$ cat config.mk
export PLATFORM = sky130hd
export DESIGN_NAME = irq_route_ctrl
export DESIGN_NICKNAME = d
export VERILOG_FILES = /design/src/rtl/irq_route_pkg.sv /design/src/rtl/irq_pin_slot.sv /design/src/rtl/irq_lowest_pick.sv /design/src/rtl/irq_route_ctrl.sv
export SDC_FILE = /design/constraint.sdc
export NUM_CORES = 1
export LEC_CHECK = 0
export ABC_CLOCK_PERIOD_IN_PS = 4600
export CAP_MARGIN = 0
export CELL_PAD_IN_SITES_DETAIL_PLACEMENT = 0
export CELL_PAD_IN_SITES_GLOBAL_PLACEMENT = 1
export CORE_UTILIZATION = 25
export CTS_CLUSTER_DIAMETER = 150
export DETAILED_ROUTE_END_ITERATION = 8
export PLACE_DENSITY = 0.54
export SKIP_LAST_GASP = 1
export SLEW_MARGIN = 20
export SYNTH_ARGS = -nofsm -noshare
export SYNTH_HDL_FRONTEND = slang
export SYNTH_SLANG_ARGS = --single-unit
$ cat constraint.sdc
create_clock -name clk -period 4.6 [get_ports clk]
set_clock_uncertainty 0.05 [all_clocks]
set_input_delay 1.38 -clock clk [delete_from_list [all_inputs] [get_ports clk]]
set_output_delay 1.38 -clock clk [all_outputs]
set_load 0.05 [all_outputs]
$ cat src/rtl/irq_route_pkg.sv
package irq_route_pkg;
  localparam int VEC_W  = 8;
  localparam int DM_W   = 3;
  localparam int DEST_W = 8;

  // bit positions inside a 32-bit half-entry write
  localparam int LO_VEC_LSB  = 0;
  localparam int LO_DM_LSB   = 8;
  localparam int LO_DMODE    = 11;
  localparam int LO_LEVEL    = 15;
  localparam int LO_MASK     = 16;
  localparam int HI_DEST_LSB = 24;

  localparam logic [DM_W-1:0] DM_EXTERNAL = 3'b111;

  typedef struct packed {
    logic [DEST_W-1:0] dest;
    logic              mask;
    logic              level;
    logic              dmode;
    logic [DM_W-1:0]   dm;
    logic [VEC_W-1:0]  vector;
  } rte_t;

  localparam rte_t RTE_RESET = '{dest: '0, mask: 1'b1, level: 1'b0,
                                 dmode: 1'b0, dm: '0, vector: '0};
endpackage

$ cat src/rtl/irq_pin_slot.sv
module irq_pin_slot
  import irq_route_pkg::*;
(
  input  logic             clk,
  input  logic             rst_n,
  input  logic             level_in,
  input  logic             wr_lo,
  input  logic             wr_hi,
  input  logic [31:0]      wr_data,
  input  logic             eoi_valid,
  input  logic [VEC_W-1:0] eoi_vector,
  input  logic             take,
  output rte_t             cfg,
  output logic             eligible
);
  rte_t cfg_q, cfg_d;
  logic cfg_en;
  logic pend_q, pend_d;
  logic ack_q, ack_d;
  logic prev_q;
  logic rise;

  always_comb begin
    cfg_d  = cfg_q;
    cfg_en = wr_lo | wr_hi;
    if (wr_lo) begin
      cfg_d.vector = wr_data[LO_VEC_LSB +: VEC_W];
      cfg_d.dm     = wr_data[LO_DM_LSB +: DM_W];
      cfg_d.dmode  = wr_data[LO_DMODE];
      cfg_d.level  = wr_data[LO_LEVEL];
      cfg_d.mask   = wr_data[LO_MASK];
    end
    if (wr_hi) cfg_d.dest = wr_data[HI_DEST_LSB +: DEST_W];

    rise = level_in & ~prev_q;
    if (cfg_q.level) pend_d = level_in;
    else             pend_d = (pend_q & ~take) | (rise & ~cfg_q.mask);

    ack_d = ack_q;
    if (eoi_valid && ack_q && (eoi_vector == cfg_q.vector)) ack_d = 1'b0;
    if (take && cfg_q.level) ack_d = 1'b1;
  end

  always_ff @(posedge clk or negedge rst_n) begin
    if (!rst_n) begin
      cfg_q <= RTE_RESET;
    end else if (cfg_en) begin
      cfg_q <= cfg_d;
    end
  end

  always_ff @(posedge clk or negedge rst_n) begin
    if (!rst_n) begin
      pend_q <= 1'b0;
      ack_q  <= 1'b0;
      prev_q <= 1'b0;
    end else begin
      pend_q <= pend_d;
      ack_q  <= ack_d;
      prev_q <= level_in;
    end
  end

  assign cfg      = cfg_q;
  assign eligible = pend_q & ~cfg_q.mask & ~(cfg_q.level & ack_q);
endmodule

$ cat src/rtl/irq_lowest_pick.sv
module irq_lowest_pick #(
  parameter int N    = 24,
  parameter int IW   = $clog2(N)
) (
  input  logic [N-1:0]  req,
  output logic          any,
  output logic [IW-1:0] idx,
  output logic [N-1:0]  grant
);
  always_comb begin
    any   = 1'b0;
    idx   = '0;
    grant = '0;
    for (int i = 0; i < N; i++) begin
      if (req[i] && !any) begin
        any      = 1'b1;
        idx      = IW'(i);
        grant[i] = 1'b1;
      end
    end
  end
endmodule

$ cat src/rtl/irq_route_ctrl.sv
module irq_route_ctrl
  import irq_route_pkg::*;
#(
  parameter int NUM_PINS = 24,
  parameter int FOLD_SRC = 0,
  parameter int FOLD_DST = 2,
  localparam int IDX_W   = $clog2(NUM_PINS)
) (
  input  logic              clk,
  input  logic              rst_n,
  input  logic [NUM_PINS-1:0] pin_in,
  input  logic              wr_en,
  input  logic [IDX_W-1:0]  wr_sel,
  input  logic              wr_upper,
  input  logic [31:0]       wr_data,
  input  logic [VEC_W-1:0]  ext_vector,
  input  logic              eoi_valid,
  input  logic [VEC_W-1:0]  eoi_vector,
  output logic              msg_valid,
  input  logic              msg_ready,
  output logic [DEST_W-1:0] msg_dest,
  output logic              msg_dest_mode,
  output logic [DM_W-1:0]   msg_deliv_mode,
  output logic [VEC_W-1:0]  msg_vector,
  output logic              msg_trig
);
  logic [NUM_PINS-1:0] eff_in;
  logic [NUM_PINS-1:0] elig;
  logic [NUM_PINS-1:0] grant;
  logic [NUM_PINS-1:0] take;
  rte_t                cfg_a [NUM_PINS];
  logic                any;
  logic [IDX_W-1:0]    sel_idx;
  rte_t                sel_cfg;
  logic                sel_level;
  logic                load;

  // input folding: one logical input is steered onto another pin
  for (genvar g = 0; g < NUM_PINS; g++) begin : g_fold
    if (g == FOLD_SRC) begin : g_src
      assign eff_in[g] = 1'b0;
    end else if (g == FOLD_DST) begin : g_dst
      assign eff_in[g] = pin_in[g] | pin_in[FOLD_SRC];
    end else begin : g_dir
      assign eff_in[g] = pin_in[g];
    end
  end

  for (genvar g = 0; g < NUM_PINS; g++) begin : g_slot
    logic hit;
    assign hit     = wr_en && (wr_sel == IDX_W'(g));
    assign take[g] = load & grant[g];
    irq_pin_slot u_slot (
      .clk        (clk),
      .rst_n      (rst_n),
      .level_in   (eff_in[g]),
      .wr_lo      (hit & ~wr_upper),
      .wr_hi      (hit & wr_upper),
      .wr_data    (wr_data),
      .eoi_valid  (eoi_valid),
      .eoi_vector (eoi_vector),
      .take       (take[g]),
      .cfg        (cfg_a[g]),
      .eligible   (elig[g])
    );
  end

  irq_lowest_pick #(.N(NUM_PINS), .IW(IDX_W)) u_pick (
    .req   (elig),
    .any   (any),
    .idx   (sel_idx),
    .grant (grant)
  );

  // output stage: next-state logic
  logic              valid_q, valid_d, data_en;
  logic [DEST_W-1:0] dest_q;
  logic              dmode_q, trig_q;
  logic [DM_W-1:0]   dm_q;
  logic [VEC_W-1:0]  vec_q, vec_d;

  always_comb begin
    sel_cfg   = cfg_a[sel_idx];
    sel_level = sel_cfg.level;
    load      = ~valid_q | msg_ready;
    valid_d   = load ? any : valid_q;
    data_en   = load & any;
    vec_d     = (sel_cfg.dm == DM_EXTERNAL) ? ext_vector : sel_cfg.vector;
  end

  always_ff @(posedge clk or negedge rst_n) begin
    if (!rst_n) valid_q <= 1'b0;
    else        valid_q <= valid_d;
  end

  always_ff @(posedge clk or negedge rst_n) begin
    if (!rst_n) begin
      dest_q  <= '0;
      dmode_q <= 1'b0;
      dm_q    <= '0;
      vec_q   <= '0;
      trig_q  <= 1'b0;
    end else if (data_en) begin
      dest_q  <= sel_cfg.dest;
      dmode_q <= sel_cfg.dmode;
      dm_q    <= sel_cfg.dm;
      vec_q   <= vec_d;
      trig_q  <= sel_cfg.level;
    end
  end

  assign msg_valid      = valid_q;
  assign msg_dest       = dest_q;
  assign msg_dest_mode  = dmode_q;
  assign msg_deliv_mode = dm_q;
  assign msg_vector     = vec_q;
  assign msg_trig       = trig_q;
endmodule

# Word-level counts from Yosys, hierarchy flattened
# Cells that the tools add are included.
totals:
  regBits: 621
  inputBits: 83
  output_inout_bits: 22
op_classes:
  order_cmp: 1
  eq_ne: 48
  n_mux: 146
  n_bitwise: 362
  reduce_logical: 215
ops:
  columns: ["cell", "n"]
  rows:
  - ["1-bit AND", 215]
  - ["8-bit equality test", 24]
  - ["1-bit two-way mux", 120]
  - ["1-bit logical AND", 119]
  - ["22-bit binary-select mux with 5-bit select", 1]
  - ["1-bit NOT", 97]
  - ["2-bit AND reduction", 48]
  - ["1-bit bitwise OR", 49]
  - ["2-bit nonzero test", 24]
  - ["22-bit two-way mux", 2]
  - ["5-bit by 4-bit equality test with 1-bit output, second input constant", 8]
  - ["5-bit equality test, second input constant", 8]
  - ["5-bit two-way mux", 8]
  - ["4-bit two-way mux", 8]
  - ["1-bit logical NOT", 23]
  - ["5-bit by 3-bit equality test with 1-bit output, second input constant", 4]
  - ["3-bit two-way mux", 4]
  - ["5-bit by 2-bit equality test with 1-bit output, second input constant", 2]
  - ["8-bit two-way mux", 1]
  - ["6-bit greater-or-equal comparator, second input constant", 1]
  - ["5-bit NOT with 6-bit output", 1]
  - ["5-bit by 1-bit equality test with 1-bit output, second input constant", 1]
  - ["5-bit logical NOT", 1]
  - ["2-bit two-way mux", 2]
  - ["3-bit equality test, second input constant", 1]

# Logic depth before layout (Yosys ltp)
depth:
  word_depth: 79
  ltp_mapped: 18
  ltp_nobuf: 12

# Modules after synthesis
# From an unflattened synthesis, not the netlist that was laid out.
unflattened:
  hier_cells: 2183
  area_unflattened_um2: 30354.1
by_module_without_submodules:
  columns: ["module", "instances", "cells_per_inst", "area_per_inst_um2"]
  rows:
  - ["irq_pin_slot", 24, 66, 1008.5]
  - ["irq_route_ctrl", 1, 518, 5627.9]
  - ["irq_lowest_pick", 1, 81, 523.0]

# Worst setup path after synthesis
# OpenSTA, ideal clock, no wires.
synth_path:
  path_type: "register to register"
  start: "register g_slot[8].u_slot.cfg_q, in the netlist g_slot[8].u_slot.cfg[13]"
  end: "register dest_q[4] (netlist: msg_dest[4])"
  arrival_ns: 3.515
  setup_slack_ns: 0.911
  stages_incl_launch_ff: 16
  n_path_buf: 4
  synth_period_minus_slack_ns: 3.689
  path_cell_list: "dfstp_2 -> and3b_1 -> buf_6 -> or4_4 -> buf_6 -> or3_4 -> o211ai_2 -> nor2_2 -> buf_6 -> buf_6 -> mux2_2 -> o22ai_1 -> o31a_1 -> a31oi_1 -> o21ai_1 -> mux2_2"
synth_between:
  elab_chain_cells: 54
  word_cells_on_any_way: 71
  classes_between: "35 x mux; 5 x bitwise; 31 x reduce/logical"
synth_lines:
  columns: ["element", "line", "rtl"]
  rows:
  - ["from (decl)", "irq_pin_slot.sv:16", "rte_t cfg_q, cfg_d;"]
  - ["from (signal assigned)", "irq_pin_slot.sv:48", "cfg_q <= cfg_d;"]
  - ["1-bit NOT *", "irq_pin_slot.sv:65", "assign eligible = pend_q & ~cfg_q.mask & ~(cfg_q.level & ack_q);"]
  - ["1-bit AND * (2 in series)", "irq_pin_slot.sv:65", null]
  - ["1-bit logical AND *", "irq_lowest_pick.sv:15", "if (req[i] && !any) begin"]
  - ["1-bit two-way mux", "irq_lowest_pick.sv:15", null]
  - ["1-bit logical NOT", "irq_lowest_pick.sv:15", null]
  - ["1-bit logical AND", "irq_lowest_pick.sv:15", null]
  - ["1-bit two-way mux", "irq_lowest_pick.sv:15", null]
  - ["1-bit logical NOT", "irq_lowest_pick.sv:15", null]
  - ["[36 not listed]", null, null]
  - ["1-bit logical AND", "irq_lowest_pick.sv:15", null]
  - ["1-bit two-way mux", "irq_lowest_pick.sv:15", null]
  - ["1-bit logical NOT", "irq_lowest_pick.sv:15", null]
  - ["1-bit logical AND", "irq_lowest_pick.sv:15", null]
  - ["5-bit two-way mux", "irq_lowest_pick.sv:15", null]
  - ["5-bit NOT with 6-bit output (implied by the code)", "irq_route_ctrl.sv:83", "sel_cfg = cfg_a[sel_idx];"]
  - ["22-bit binary-select mux with 5-bit select", "irq_route_ctrl.sv:83", null]
  - ["22-bit two-way mux (implied by the code) (2 in series)", "irq_route_ctrl.sv:83", null]
  - ["to (signal assigned)", "irq_route_ctrl.sv:104", "dest_q <= sel_cfg.dest;"]
  - ["to (decl)", "irq_route_ctrl.sv:77", "logic [DEST_W-1:0] dest_q;"]
# Mark *: on every way between the ends. The rest lies on a longest branch, timed or not. The select of a mux whose other input is x is not followed.
# A chain may end at the register's enable or synchronous reset.

# Final worst setup path
layout_path:
  start: "register g_slot[14].u_slot.cfg_q, in the netlist g_slot[14].u_slot.cfg[13]"
  end: "register dest_q[4] (netlist: msg_dest[4])"
layout_between:
  elab_chain_cells: 36
  word_cells_on_any_way: 47
  classes_between: "23 x mux; 5 x bitwise; 19 x reduce/logical"
layout_lines:
  columns: ["element", "line"]
  rows:
  - ["from (decl)", "irq_pin_slot.sv:16"]
  - ["from (signal assigned)", "irq_pin_slot.sv:48"]
  - ["1-bit NOT *", "irq_pin_slot.sv:65"]
  - ["1-bit AND * (2 in series)", "irq_pin_slot.sv:65"]
  - ["1-bit logical AND *", "irq_lowest_pick.sv:15"]
  - ["1-bit two-way mux", "irq_lowest_pick.sv:15"]
  - ["1-bit logical NOT", "irq_lowest_pick.sv:15"]
  - ["1-bit logical AND", "irq_lowest_pick.sv:15"]
  - ["1-bit two-way mux", "irq_lowest_pick.sv:15"]
  - ["1-bit logical NOT", "irq_lowest_pick.sv:15"]
  - ["[18 not listed]", null]
  - ["1-bit logical AND", "irq_lowest_pick.sv:15"]
  - ["1-bit two-way mux", "irq_lowest_pick.sv:15"]
  - ["1-bit logical NOT", "irq_lowest_pick.sv:15"]
  - ["1-bit logical AND", "irq_lowest_pick.sv:15"]
  - ["5-bit two-way mux", "irq_lowest_pick.sv:15"]
  - ["5-bit NOT with 6-bit output (implied by the code)", "irq_route_ctrl.sv:83"]
  - ["22-bit binary-select mux with 5-bit select", "irq_route_ctrl.sv:83"]
  - ["22-bit two-way mux (implied by the code) (2 in series)", "irq_route_ctrl.sv:83"]
# Marked as above.

==> flow_summary.ini <==
[drt]
drtIter0Drc = 1190
drc = 22
wl_per_cell_um = 22.8
routed_wl_um = 105000
num_vias = 21800
drt_pass1_iterations = 7
viasPerCell = 4.76
detail-route-antenna-nets = 0

[global_route]
grt-ovfl-total = 0
grt_start_max_net_pins = 81
antenna_found_initial = 2
grt_pass1_vias = 23000
grt_use_total = 0.165
grt_first_pass_wirelength_um = 156000

[worst_setup_path]
worstSetupEndpointType = flop
crit_chain = nor2b_1, a222oi_1, buf_4, a2111oi_0, o211ai_1, buf_12, buf_4, nand2_1, o22ai_1, o31a_1, a31oi_1, o21ai_1, mux2_2
timing.critical_path.mode_cell = buf_4
crit_required_ns = 5.06
r2r-end = msg_dest[4]
reg2reg_depth = 13
worst_setup_path_start_kind = flop
critPathSlowestCell = nand2_1
cp.arrival_ns = 4.84
setup.worst_path.start = g_slot[14].u_slot.cfg[13]
path_class = reg2reg
r2r_start = g_slot[14].u_slot.cfg[13]
cpPeakStageDelay_ns = 0.62
reg2reg_slack_ns = 0.22
critPathMaxFanout = 21

[finish]
nFillCells = 12800
final_util = 0.302
area_growth_pct = 19.5
fin_nets = 2978
design_area_mm2 = 0.0374
stdcell_count = 4591
drive_gt1_frac = 0.310

[timing]
slew_headroom = 0.272
finalSetupTns_ns = 0
rsz0062_at_grt = no
finalHoldViolations = 0
clock.fmax_mhz = 228
fin_crit_sh = 0.953
report.final.setup_viol = 0
period_needed_ns = 4.38
tightestPinTransition_ns = 1.09
drv_slew = 0
whs_ns = 0.442

[floorplan]
die_w_um = 356
die_y_um = 356
start_util = 0.252
die_area_mm2 = 0.126
ios = 105
fp.coreArea_mm2 = 0.124
placementRows = 129

[synth]
yosys.cell_types.count = 78
syn_inst = 2747
synth-seq-area-share = 0.498
syn_nets = 2830
yosysWarnings = 0
synth_edf_count = 0
yosysMostFrequentCell = dfrtp_1
yosys-top-cells-count = 597 x dfrtp_1, 555 x mux2_2, 386 x nand2_1
syn-mean-instance-area_um2 = 11.4
yosys.area.top_type = dfrtp_1
synthArstFlopShare = 1.00
synth_ff_type = dfrtp_1
syn_area_mm2 = 0.0313
synth-seq-cells = 621
synth_top_area_share = 0.478
synthTopCellsByArea = dfrtp_1 48%, mux2_2 20%, nand2_1 4.6%

[clock_tree]
cts_tree = built
root_buffer = clkbuf_16
clkTransAtPathRegs_ns = 0.06
clockBufferDepth = 3
cts_resized = 0
clock_latency_ns = 0.64
cts_setup_buffers = 0
h-tree-depth = 3
cts_hold_buf = 0
cts_sinks = 621
cts_buffers = 75

[min_path]
min-delay-start = g_slot[0].u_slot.ack_q
hold_end = g_slot[0].u_slot.ack_q
hold_path_depth = 1
min-delay-path-class = reg2reg

[placement]
port_buffers = 94
gp_congestion = 0.812
place_area_mm2 = 0.0348
place_inst = 4455
dpl.hpwl_um = 71500

[flow_run]
cap_violations = 0

[run_status]
violations = DRC
status = complete, but fails checks

[power]
ir_worst_vdd_v = 0.000320
cellLeakagePower_uw = 0.0166
power_density_mw_per_mm2 = 511
## how the worst max path moves through the flow
| stage | to | depth (start not counted) |
|---|---|---|
| after floorplan | msg_dest[4] | 15 |
| after global placement | msg_dest[4] | 13 |
| after detailed placement | msg_dest[4] | 13 |
| after CTS | msg_dest[4] | 13 |
| after global routing | msg_dest[4] | 13 |
| final | msg_dest[4] | 13 |
## power by group
part,switching (µW),internal (µW),leakage (µW)
logic,3630,2450,0.00731
registers,548,6280,0.00807
clock network,2460,3710,0.00125
total,6640,12400,0.0166
## worst max-delay path, delay by kind of cell (launching register included)
kind            cells  cell delay (ns)
compound gates      7             2.07
mux                 1             0.27
flops               1             0.37
simple gates        2             0.85
buf+inv             3             0.62
## placed cells by master, fill, tap and decap left out, types with 14 or more instances in the layout
| cell | n |
|---|---|
| nand2b_1 | 19 |
| clkbuf_16 | 78 |
| nand2_1 | 386 |
| o21ai_0 | 62 |
| dfstp_2 | 24 |
| mux2i_1 | 64 |
| xor2_1 | 162 |
| clkbuf_1 | 16 |
| buf_12 | 17 |
| and3_1 | 46 |
| a21oi_1 | 23 |
| nand4_1 | 20 |
| clkbuf_8 | 20 |
| inv_1 | 29 |
| clkdlybuf4s50_1 | 82 |
| nor2b_1 | 20 |
| nor3_1 | 28 |
| a211oi_1 | 30 |
| nor4_1 | 28 |
| mux2_2 | 555 |
| buf_4 | 143 |
| nand3_1 | 152 |
| nor2_1 | 63 |
| a32oi_1 | 16 |
| o22ai_1 | 14 |
| a31oi_1 | 24 |
| dfrtp_1 | 597 |
| mux4_2 | 16 |
| xnor2_1 | 30 |
## logic make-up after synthesis
family / count (synthesis) / synth area share
buf+inv: 212 / 0.0309
xor+xnor: 192 / 0.0538
compound gates: 280 / 0.0641
mux: 637 / 0.233
simple gates: 805 / 0.120
flops: 621 / 0.498
## metrics by stage
stage,setup WS (ns),power [µW]
5_1_grt,0.0537,20100
3_5_place_dp,0.0912,13100
4_1_cts,0.0463,19300
2_1_floorplan,0.911,10700
6_report,0.218,19100
3_3_place_gp,0.0985,13000
## per-layer routing
metal | share of wire | GRT usage
met1 | 0.47 | 0.225
met2 | 0.47 | 0.268
met3 | 0.036 | 0.0261
met4 | 0.029 | 0.0513
met5 | 0 | 0
## layout make-up
type	count	area, µm²	share of cell area
well taps	1637	2050	0.0548
clock inverters	18	259	0.00693
clock buffers	114	2290	0.0612
diodes	4	10.0	0.000268
inverters	29	109	0.00291
repair buffers	254	2300	0.0617
flip-flops and latches	621	15600	0.417
multi-input cells	1914	14800	0.395
## state kept, by name, indices dropped and copies added (netlist names)
| name | cells |
|---|---|
| msg_trig | 1 |
| g_slot.u_slot.prev_q | 23 |
| msg_vector | 8 |
| msg_dest | 8 |
| msg_valid | 1 |
| g_slot.u_slot.cfg | 528 |
| msg_dest_mode | 1 |
| g_slot.u_slot.ack_q | 24 |
| msg_deliv_mode | 3 |
| g_slot.u_slot.pend_q | 24 |
Note: power is estimated with default switching activity, not from simulation.
